## src/rtl/uart_thre_pkg.sv

```systemverilog
package uart_thre_pkg;
  localparam logic [3:0] IIR_NONE = 4'b0001;
  localparam logic [3:0] IIR_THRE = 4'b0010;
  localparam int LSR_THRE_BIT = 5;
  localparam int LSR_TEMT_BIT = 6;
  typedef enum logic {MODE_CHAR = 1'b0, MODE_FIFO = 1'b1} tx_mode_e;
endpackage

```

## src/rtl/txq_store.sv

```systemverilog
module txq_store #(
  parameter int DATA_W = 8,
  parameter int DEPTH  = 16
) (
  input  logic                      clk,
  input  logic                      rst,
  input  uart_thre_pkg::tx_mode_e   mode,
  input  logic                      push,
  input  logic [DATA_W-1:0]         push_data,
  input  logic                      pop,
  input  logic                      flush,
  output logic [DATA_W-1:0]         pop_data,
  output logic                      empty,
  output logic                      going_empty
);
  import uart_thre_pkg::*;
  localparam int AW = (DEPTH > 1) ? $clog2(DEPTH) : 1;
  localparam int CW = $clog2(DEPTH + 1);

  logic [DATA_W-1:0] mem [DEPTH];
  logic [AW-1:0]     wr_ptr, rd_ptr;
  logic [CW-1:0]     count;
  logic [CW-1:0]     cap;
  logic              push_ok, pop_ok;

  assign cap     = (mode == MODE_FIFO) ? CW'(DEPTH) : CW'(1);
  assign empty   = (count == '0);
  assign push_ok = push && (count < cap) && !flush;
  assign pop_ok  = pop && !empty && !flush;
  assign going_empty = (flush && !empty) ||
                       (pop_ok && !push_ok && count == CW'(1));
  assign pop_data = mem[rd_ptr];

  function automatic logic [AW-1:0] nxt(input logic [AW-1:0] p);
    return (p == AW'(DEPTH - 1)) ? '0 : p + 1'b1;
  endfunction

  // storage without reset so a RAM primitive can be inferred
  always_ff @(posedge clk) begin
    if (push_ok) mem[wr_ptr] <= push_data;
  end

  always_ff @(posedge clk) begin
    if (rst || flush) begin
      wr_ptr <= '0;
      rd_ptr <= '0;
      count  <= '0;
    end else begin
      if (push_ok) wr_ptr <= nxt(wr_ptr);
      if (pop_ok)  rd_ptr <= nxt(rd_ptr);
      case ({push_ok, pop_ok})
        2'b10:   count <= count + 1'b1;
        2'b01:   count <= count - 1'b1;
        default: count <= count;
      endcase
    end
  end


  no_overflow_chk: assert property (@(posedge clk) disable iff (rst)
    count <= CW'(DEPTH));

  char_cap_chk: assert property (@(posedge clk) disable iff (rst)
    (mode == MODE_CHAR) |-> (count <= CW'(1)));
endmodule

```

## src/rtl/txq_shifter.sv

```systemverilog
module txq_shifter #(
  parameter int DATA_W = 8
) (
  input  logic              clk,
  input  logic              rst,
  input  logic              tick,
  input  logic              load,
  input  logic [DATA_W-1:0] load_data,
  output logic              busy,
  output logic              txd
);
  localparam int FW  = DATA_W + 2;
  localparam int BCW = $clog2(FW + 1);

  logic [FW-1:0]  shreg;
  logic [BCW-1:0] bits_left;

  assign busy = (bits_left != '0);
  assign txd  = shreg[0];

  always_ff @(posedge clk) begin
    if (rst) begin
      shreg     <= '1;
      bits_left <= '0;
    end else if (load && !busy) begin
      shreg     <= {1'b1, load_data, 1'b0};
      bits_left <= BCW'(FW);
    end else if (busy && tick) begin
      shreg     <= {1'b1, shreg[FW-1:1]};
      bits_left <= bits_left - 1'b1;
    end
  end


  start_bit_chk: assert property (@(posedge clk) disable iff (rst)
    $rose(busy) |-> !txd);

  bit_hold_chk: assert property (@(posedge clk) disable iff (rst)
    ($past(busy) && !$past(tick)) |-> $stable(txd));
endmodule

```

## src/rtl/thre_irq.sv

```systemverilog
module thre_irq (
  input  logic clk,
  input  logic rst,
  input  logic empty_evt,
  input  logic thre,
  input  logic ier_wr,
  input  logic ier_bit,
  input  logic data_wr,
  input  logic iir_rd,
  output logic pend
);
  logic ier_q, ier_next, set_p, clr_p;

  assign ier_next = ier_wr ? ier_bit : ier_q;
  assign set_p = ier_next && (empty_evt || (ier_wr && ier_bit && !ier_q && thre));
  assign clr_p = data_wr || iir_rd || !ier_next;

  always_ff @(posedge clk) begin
    if (rst) begin
      ier_q <= 1'b0;
      pend  <= 1'b0;
    end else begin
      ier_q <= ier_next;
      if (clr_p)      pend <= 1'b0;
      else if (set_p) pend <= 1'b1;
    end
  end


  ack_clear_chk: assert property (@(posedge clk) disable iff (rst)
    (iir_rd || data_wr) |=> !pend);

  enable_gate_chk: assert property (@(posedge clk) disable iff (rst)
    pend |-> ier_q);
endmodule

```

## src/rtl/uart_thre_tx.sv

```systemverilog
module uart_thre_tx #(
  parameter int DATA_W = 8,
  parameter int DEPTH  = 16
) (
  input  logic              clk,
  input  logic              rst,
  input  logic              thr_wr,
  input  logic [DATA_W-1:0] thr_data,
  input  logic              fcr_wr,
  input  logic              fcr_fifo_en,
  input  logic              ier_wr,
  input  logic              ier_thre_en,
  input  logic              iir_rd,
  input  logic              baud_tick,
  output logic [7:0]        lsr,
  output logic [7:0]        iir,
  output logic              irq,
  output logic              txd
);
  import uart_thre_pkg::*;

  tx_mode_e          mode_q;
  logic              flush, load, st_empty, going_empty, sh_busy, pend;
  logic [DATA_W-1:0] head;

  assign flush = fcr_wr && (tx_mode_e'(fcr_fifo_en) != mode_q);
  assign load  = !sh_busy && !st_empty && !flush;

  always_ff @(posedge clk) begin
    if (rst)         mode_q <= MODE_CHAR;
    else if (fcr_wr) mode_q <= tx_mode_e'(fcr_fifo_en);
  end

  txq_store #(.DATA_W(DATA_W), .DEPTH(DEPTH)) u_store (
    .clk(clk), .rst(rst), .mode(mode_q), .push(thr_wr), .push_data(thr_data),
    .pop(load), .flush(flush), .pop_data(head), .empty(st_empty),
    .going_empty(going_empty));

  txq_shifter #(.DATA_W(DATA_W)) u_shift (
    .clk(clk), .rst(rst), .tick(baud_tick), .load(load), .load_data(head),
    .busy(sh_busy), .txd(txd));

  thre_irq u_irq (
    .clk(clk), .rst(rst), .empty_evt(going_empty), .thre(st_empty),
    .ier_wr(ier_wr), .ier_bit(ier_thre_en), .data_wr(thr_wr), .iir_rd(iir_rd),
    .pend(pend));

  always_comb begin
    lsr = '0;
    lsr[LSR_THRE_BIT] = st_empty;
    lsr[LSR_TEMT_BIT] = st_empty && !sh_busy;
    iir = {{2{mode_q == MODE_FIFO}}, 2'b00, pend ? IIR_THRE : IIR_NONE};
  end
  assign irq = pend;


  temt_chk: assert property (@(posedge clk) disable iff (rst)
    lsr[LSR_TEMT_BIT] |-> (lsr[LSR_THRE_BIT] && txd));
endmodule

```

## config.mk

```make
export PLATFORM = sky130hd
export DESIGN_NAME = uart_thre_tx
export DESIGN_NICKNAME = d
export VERILOG_FILES = /design/src/rtl/uart_thre_pkg.sv /design/src/rtl/txq_store.sv /design/src/rtl/txq_shifter.sv /design/src/rtl/thre_irq.sv /design/src/rtl/uart_thre_tx.sv
export SDC_FILE = /design/constraint.sdc
export NUM_CORES = 1
export LEC_CHECK = 0
export ABC_CLOCK_PERIOD_IN_PS = 3200
export BUFFER_PORTS_ARGS = -buffer_cell sky130_fd_sc_hd__buf_2
export CORE_UTILIZATION = 52
export CTS_CLUSTER_DIAMETER = 80
export DETAILED_ROUTE_END_ITERATION = 16
export GPL_TIMING_DRIVEN = 0
export PLACE_DENSITY = 0.79
export SKIP_LAST_GASP = 1
export SYNTH_ARGS = -nofsm -noshare
export SYNTH_HDL_FRONTEND = slang
export SYNTH_SLANG_ARGS = --single-unit
```

## constraint.sdc

```tcl
create_clock -name clk -period 3.2 [get_ports clk]
set_input_delay 0.48 -clock clk [delete_from_list [all_inputs] [get_ports clk]]
set_output_delay 0.48 -clock clk [all_outputs]
set_load 0.05 [all_outputs]
```

==> results of run 1 <==
## flip-flops by register name (all words and copies together), names as in the netlist, named ones only
name               count
mode_q                 1
u_irq.ier_q            1
u_irq.pend             1
u_shift.bits_left      4
u_shift.shreg          9
u_store.count          5
u_store.mem          128
u_store.rd_ptr         4
u_store.wr_ptr         4
## final cells by class
| type | instances | share of cell area |
|---|---|---|
| flip-flops and latches | 161 | 0.580 |
| well taps | 172 | 0.0277 |
| clock inverters | 15 | 0.0279 |
| inverters | 14 | 0.00677 |
| repair buffers | 23 | 0.0148 |
| plain buffers | 36 | 0.0279 |
| multi-input cells | 225 | 0.260 |
| clock buffers | 17 | 0.0548 |
## layer usage
layer  part of all wire  vias to the layer above  track usage
met5                  0                        -            0
met4              0.018                        0       0.0838
met3              0.059                       19       0.0476
met2               0.51                      146        0.353
met1               0.41                     1915        0.279
li1                   -                     1743            -
## metrics by stage
stage,area (um2),hold slack [ps],std cells
2_1_floorplan,6760,437,436
3_3_place_gp,7090,457,631
3_5_place_dp,7090,459,631
4_1_cts,7750,311,663
5_1_grt,7760,327,663
6_report,7760,325,663
## cells in the final DEF, fill, tap and decap left out, drive strengths merged, types with 13 or more instances in the layout
| cell type | synthesis | routed |
|---|---|---|
| edfxtp | 128 | 128 |
| buf | 27 | 50 |
| dfxtp | 33 | 33 |
| mux4 | 30 | 30 |
| clkbuf | 9 | 26 |
| inv | 14 | 23 |
| a21oi | 21 | 21 |
| nand3 | 19 | 19 |
| and3 | 16 | 16 |
| mux2i | 13 | 13 |
## worst min-delay path, stage by stage
cell and delay (ps):
buf_2 80, nor2_1 30, o311a_1 100
## power breakdown
part           switching, uW  total (uW)  internal, uW  leakage (uW)
combinational            765        1270           501      0.000953
sequential              77.9        2450          2370       0.00142
clock                    851        2180          1330      0.000314
total                   1690        5900          4200       0.00269
## worst paths after layout
check / from / end / slack (ps) / cells after the start
worst max-delay path: u_shift.bits_left[0]$_SDFFE_PP0P_ / u_store.count[3]$_SDFFE_PP0P_ / 160 / 12
worst min-delay path: iir_rd / u_irq.pend$_SDFFE_PP0P_ / 330 / 3
worst max register to register: u_shift.bits_left[0]$_SDFFE_PP0P_ / u_store.count[3]$_SDFFE_PP0P_ / 160 / 12
worst min register to register: u_shift.shreg[0]$_SDFFE_PP1P_ / u_shift.shreg[0]$_SDFFE_PP1P_ / 460 / 2
## logic make-up after synthesis
logic type	synth area share
muxes	0.135
adders and majority gates	0.0223
buffers and inverters	0.0390
AOI/OAI and AO/OA	0.0430
and+or+nand+nor	0.0805
other	0.000557
DFF	0.669
xor gates and xnor gates	0.0104
==> reports/results.env, run 1 <==
YOSYS-TOP-CELLS-COUNT='edfxtp_1, dfxtp_1, mux4_2, a21oi_1, nand3_1'
CLOCK_H_TREE_LEVELS=4
NUMBER_OF_BUFFERS_AND_INVERTERS_ON_THE_CRITICAL_PATH=4
CTS_HOLD_BUF=0
CORE_AREA_MM2=0.0126
CTSRESIZECOUNT=4
ROUTE.ANTENNA.REMAINING_NETS=0
FIRST_GLOBAL_VIAS=3726
SYN-CELL-AREA_MM2=0.00673
VIA_PER_INST=5.77
REGAREA_MM2=0.00450
HOLD_PATH_CLASS='in2reg'
TIMING_WORST_SLEW_PIN_VALUE_PS=859
DIE_HEIGHT_UM=116
SHARE_OF_FINAL_LAYOUT_STANDARD_CELLS_STRONGER_THAN_DRIVE_STRENGTH_1=0.259
CLK-INSERTION-DELAY-LATE_PS=420
SYNTH-SEQ-AREA-SHARE=0.669
GLOBALPLACE.CONGESTION=0.826
DP_WORST_SETUP_SLACK_PS=-189
VIAS=3823
TIMING.CRITICAL_PATH.REQUIRED_PS=3500
RSZ0062_AT_GRT='false'
WORSTPATHARRIVAL_PS=3340
TRACK_USAGE=0.214
ROWS=41
NUMBER_OF_DESIGN_RULE_VIOLATIONS_LEFT_AFTER_DETAIL_ROUTING=0
FINALCOREUTILIZATION=0.615
POST-SYNTH-TOP-AREA-CELL='edfxtp_1'
FINAL-MAX-SLEW-VIOLATION-COUNT=0
MULTI_INPUT_AREA_MM2=0.00202
CRITICAL_PATH.TOP_DELAY_FAMILY='simple AND/OR/NAND/NOR gates'
AREAGROWTHSYNTHTOFINISH_PCT=15.4
REGISTER_CLOCK_PIN_SLEW_ON_THE_REPORTED_WORST_SETUP_AND_HOLD_PATHS_PS=60
DESIGN_POWER_TOTAL_uW=5900
POST-ROUTE-PERIOD-UTIL=0.951
INITIAL_ANTENNA_VIOLATION_COUNT=0
YS_TYPES=47
GRT_OVERFLOW=0
GRT_START_MAX_NET_PINS=17
NETLIST.AREA_LEADER.SHARE=0.571
HOLD_VIOLATIONS=0
DRT-PASS1-ITER-COUNT=5
INITIALDRTVIOLATIONCOUNT=263
POWER.STATIC_LEAKAGE_uW=0.00269
CLOCK_TREE.BUFFER_DEPTH=2
CLOCK_SKEW_PS=5.10
STATUS='completed'
YOSYS_REGISTER_BITS=161
SYNTH_MOST_COMMON_CELL='edfxtp_1'
PORT_BUFFERS=23
CLK_ROOT_BUFFER_CELL='clkbuf_16'
YOSYS_WARNINGS=0
POSTSYNTH.ASYNCRESETSHARE=0
END_KIND='register'
POSTCTSSETUPBUFFERS=0
WIRE_LENGTH_OF_THE_FIRST_GLOBAL_ROUTING_PASS_MM=20.2
CRIT_PATH_CELL_TRACE='inv_1 -> ha_1 -> or3b_1 -> buf_2 -> a211o_4 -> inv_2 -> buf_6 -> ha_4 -> or4b_2 -> a21oi_1 -> xnor2_1 -> nor2_1'
CLOCK_TREE_FROM_TRITONCTS='built'
FLOORPLAN.INITIALDENSITY=0.533
AVGROUTEDWIREPERCELL_UM=19.8
YOSYS-TOP-CELLS-AREA='edfxtp_1, mux4_2, dfxtp_1, ha_1, mux2i_1'
TIMING.MAX_CAP.VIOLATIONS=0
SYNTH_FLOP_CELL='edfxtp_1'
SLEW_HEADROOM=0.420
IRDROPWORSTVDD_uV=392
IO-PIN-COUNT=35
WORST_PATH_LARGEST_CELL_DELAY_PS=590
N_ANTENNA_CELL=0
CRIT_SLOWEST_CELL='or4b_2'
TIMING.SETUP.CRITICAL_PATH_CLASS='reg2reg'
POST-ROUTE-MIN-PERIOD_PS=3040
SYNTH-EDFF-COUNT=128
DETAIL_ROUTE.WIRELENGTH_MM=13.1
FILLCELL_TOTAL=931
CTS.SINKS=161
SETUP_SLACK_PS=157
DIE_AREA_MM2=0.0134
WORST_SETUP_PATH_START_KIND='register'
FP.DIEW_UM=116
SETUP_TNS_PS=0
FINALNETCOUNT=507
SYN_AREA_PER_CELL_UM2=15.8
PWR_DENSITY_CELL_mW_PER_MM2=760
CTS_INSERTED_BUFFERS=17
SYNTH_CELLS=427
FMAXACHIEVABLE_GHz=0.329
SETUP_VIOL_COUNT_FINAL=0
DP.FINAL_HPWL_MM=8.52
CRIT_FANOUT=10
(Power assumes the default switching activity.)
==> run 2: changes to the inputs <==
Settings changed: ABC_AREA set to 1.
==> reports/results.env, run 2 <==
TIMING.MAX_CAP.VIOLATIONS=0  # unchanged
GRT_START_MAX_NET_PINS=17  # unchanged
SYNTH_CELLS=685  # was 427
POST-SYNTH-TOP-AREA-CELL='edfxtp_1'  # unchanged
SETUP_TNS_PS=0  # unchanged
DIE_HEIGHT_UM=119  # was 116 um
POWER_SWITCHING_uW=2130  # was 1690 uW
CLK_ROOT_BUFFER_CELL='clkbuf_16'  # unchanged
POWER.SHARE.SEQUENTIAL=0.394  # was 0.415
SYN_AREA_PER_CELL_UM2=10.4  # was 15.8 um2
CLOCK_POWER_SHARE=0.321  # was 0.370
VIA_PER_INST=5.45  # was 5.77
LARGEST_REGISTER_FF_COUNT=128  # unchanged
HOLD_VIOLATIONS=0  # unchanged
INITIALDRTVIOLATIONCOUNT=463  # was 263
MULTI_INPUT_AREA_MM2=0.00209  # was 0.00202 mm2
CORE_AREA_MM2=0.0133  # was 0.0126 mm2
SYNTH-EDFF-COUNT=128  # unchanged
YOSYS-TOP-CELLS-AREA='edfxtp_1, dfxtp_1, nand2_1, nor2_1, nand3_1'  # was edfxtp_1, mux4_2, dfxtp_1, ha_1, mux2i_1
COMBINATIONALPOWERSHARE=0.286  # was 0.215
HOLD_PATH_CLASS='in2reg'  # unchanged
PWR_DENSITY_CELL_mW_PER_MM2=787  # was 760 mW/mm2
FMAXACHIEVABLE_GHz=0.427  # was 0.329 GHz
INITIAL_ANTENNA_VIOLATION_COUNT=0  # unchanged
TIMING.SETUP.CRITICAL_PATH_CLASS='reg2reg'  # unchanged
FINALNETCOUNT=766  # was 507
ROUTE.ANTENNA.REMAINING_NETS=0  # unchanged
ROWS=42  # was 41
YS_TYPES=34  # was 47
REGAREA_MM2=0.00450  # unchanged
RSZ0062_AT_GRT='false'  # unchanged
REGMOSTFLOPS='u_store.mem'  # unchanged
STATUS='completed'  # unchanged
AVGROUTEDWIREPERCELL_UM=17.9  # was 19.8 um
YOSYS_REGISTER_BITS=161  # unchanged
CLOCK_TREE_FROM_TRITONCTS='built'  # unchanged
YOSYS-TOP-CELLS-COUNT='nand2_1, edfxtp_1, nor2_1, nand3_1, inv_1'  # was edfxtp_1, dfxtp_1, mux4_2, a21oi_1, nand3_1
DP.FINAL_HPWL_MM=11.2  # was 8.52 mm
DRT-PASS1-ITER-COUNT=6  # was 5
NETLIST.AREA_LEADER.SHARE=0.540  # was 0.571
FILLCELL_TOTAL=1033  # was 931
PLACEDINSTANCEAREA_MM2=0.00749  # was 0.00709 mm2
FIN_HOLD_WS_PS=292  # was 325 ps
SYNTH_MUX_AREA_FRAC=0  # was 0.135
SHARE_OF_FINAL_LAYOUT_STANDARD_CELLS_STRONGER_THAN_DRIVE_STRENGTH_1=0.163  # was 0.259
CTS_HOLD_BUF=0  # unchanged
GLOBALPLACE.CONGESTION=0.906  # was 0.826
FINALCOREUTILIZATION=0.609  # was 0.615
VIAS=5045  # was 3,823
YOSYS_WARNINGS=0  # unchanged
FINISH.INSTANCE_AREA_MM2=0.00809  # was 0.00776 mm2
LAYOUT.CELLS.MOST_COMMON='nand2_1'  # was edfxtp_1
SLEW_HEADROOM=0.440  # was 0.420
POST-ROUTE-PERIOD-UTIL=0.731  # was 0.951
POST-ROUTE-MIN-PERIOD_PS=2340  # was 3040 ps
TRACK_USAGE=0.250  # was 0.214
DETAIL_ROUTE.WIRELENGTH_MM=16.6  # was 13.1 mm
SYNTHXORXNORAREAFRAC=0.00369  # was 0.0104
POST_SYNTH_AND_OR_NAND_NOR_AREA_FRACTION=0.178  # was 0.0805
SETUP_VIOL_COUNT_FINAL=0  # unchanged
PORT_BUFFERS=24  # was 23
END_KIND='register'  # unchanged
IRDROPWORSTVDD_uV=432  # was 392 uV
MAIN_COMBINATIONAL_CELL_FAMILY_BY_AREA_AFTER_SYNTHESIS='simple AND/OR/NAND/NOR gates'  # was multiplexers
CTS.SINKS=161  # unchanged
SYNTH_COMPOUND_GATE_AREA_SHARE=0.0861  # was 0.0430
CLOCK_H_TREE_LEVELS=4  # unchanged
FIRST_GLOBAL_VIAS=4810  # was 3,726
AREAGROWTHSYNTHTOFINISH_PCT=13.6  # was 15.4%
IO-PIN-COUNT=35  # unchanged
CLOCK_SKEW_PS=6.49  # was 5.10 ps
GRT_OVERFLOW=0  # unchanged
WORST_SETUP_PATH_START_KIND='register'  # unchanged
REG2REG_DEPTH=14  # was 12
FLOORPLAN.INITIALDENSITY=0.536  # was 0.533
SLACK_OF_THE_WORST_REG_TO_REG_PATH_PS=860  # was 160 ps
MOSTFREQUENTLAYOUTCELLS='nand2_1, edfxtp_1, nor2_1'  # was edfxtp_1, buf_2, dfxtp_1
SW_FRAC_OF_TOTAL=0.335  # was 0.287
CLOCK_TREE.BUFFER_DEPTH=2  # unchanged
POSTSYNTH.ASYNCRESETSHARE=0  # unchanged
DIE_AREA_MM2=0.0142  # was 0.0134 mm2
CTSRESIZECOUNT=0  # was 4
NUMBER_OF_DESIGN_RULE_VIOLATIONS_LEFT_AFTER_DETAIL_ROUTING=0  # unchanged
N_ANTENNA_CELL=0  # unchanged
FINAL-MAX-SLEW-VIOLATION-COUNT=0  # unchanged
CTS_INSERTED_BUFFERS=17  # unchanged
SYNTH_FLOP_CELL='edfxtp_1'  # unchanged
SYNTH-SEQ-AREA-SHARE=0.633  # was 0.669
SYN-CELL-AREA_MM2=0.00712  # was 0.00673 mm2
CRIT_FANOUT=10  # unchanged
CLK-INSERTION-DELAY-LATE_PS=420  # about the same
POSTCTSSETUPBUFFERS=0  # unchanged
WORST_HOLD_PATH_STAGE_COUNT=2  # was 3
TOP_REGS='u_store.mem x128, u_shift.shreg x9, u_store.count x5'  # unchanged
TIMING_WORST_SLEW_PIN_VALUE_PS=836  # was 859 ps
FP.DIEW_UM=119  # was 116 um
POWER.STATIC_LEAKAGE_uW=0.00313  # was 0.00269 uW
WORSTPATHARRIVAL_PS=2690  # was 3340 ps
SYNTH_MOST_COMMON_CELL='nand2_1'  # was edfxtp_1
CELLINTERNALPOWER_uW=4240  # was 4200 uW
SYNTH_FA_HA_AREA_FRAC=0.0211  # was 0.0223
REGISTER_CLOCK_PIN_SLEW_ON_THE_REPORTED_WORST_SETUP_AND_HOLD_PATHS_PS=60  # about the same
WIRE_LENGTH_OF_THE_FIRST_GLOBAL_ROUTING_PASS_MM=26.1  # was 20.2 mm
TIMING.CRITICAL_PATH.REQUIRED_PS=3550  # was 3500 ps
run 2: per-layer routing:
layer | part of all wire | wire (um) | vias to the layer above | global-route usage
met3 | 0.075 | 1250 | 33 | 0.0517
met1 | 0.41 | 6760 | 2381 | 0.329
li1 | - | - | 2397 | -
met2 | 0.49 | 8180 | 234 | 0.406
met4 | 0.024 | 397 | 0 | 0.0973
met5 | 0 | 0 | - | 0
run 2: power groups by stage:
stage          Combinational (uW)  Clock (uW)  Sequential [uW]
4_1_cts                      1800        2060             2510
6_report                     1820        2040             2510
3_5_place_dp                 1790           0             2550
3_3_place_gp                 1730           0             2540
5_1_grt                      1990        2140             2520
2_1_floorplan                1310           0             2540
run 2: worst paths after layout:
check,start,end
worst min register to register,u_shift.shreg[0]$_SDFFE_PP1P_,u_shift.shreg[0]$_SDFFE_PP1P_
worst max-delay path,u_shift.bits_left[0]$_SDFFE_PP0P_,u_store.count[2]$_SDFFE_PP0P_
worst min-delay path,fcr_wr,mode_q$_SDFFE_PP0P_
worst max register to register,u_shift.bits_left[0]$_SDFFE_PP0P_,u_store.count[2]$_SDFFE_PP0P_
run 2: cell families after synthesis:
group / count (synthesis)
AO/OA/AOI/OAI: 97
XOR/XNOR: 3
adder cells (fa/ha/maj): 12
buffers and inverters: 110
flip-flops: 161
other: 1
AND/OR/NAND/NOR: 301
run 2: layout make-up:
type | count | area share
inverters | 66 | 0.0309
repair buffers | 24 | 0.0148
clock inverters | 12 | 0.0198
well taps | 176 | 0.0272
clock buffers | 20 | 0.0540
multi-input cells | 423 | 0.259
flip-flops and latches | 161 | 0.557
plain buffers | 44 | 0.0379
run 2: through the flow:
stage / total power, uW / setup WS (ps) / std cells
detailed placement: 4340 / 811 / 894
global route: 6660 / 637 / 926
finish: 6370 / 860 / 926
CTS: 6370 / 855 / 926
floorplan: 3850 / 1170 / 694
global placement: 4270 / 901 / 894
run 2: critical path: stages (launching register included):
cell and delay, ps:
dfxtp_1 330, inv_1 70, ha_1 220, nand2_1 130
inv_1 80, nand3_4 140, inv_2 80, buf_6 150
ha_1 240, inv_1 140, nor2_1 50, nor2_1 110
o21ai_0 120, or2_2 280, a21oi_1 110
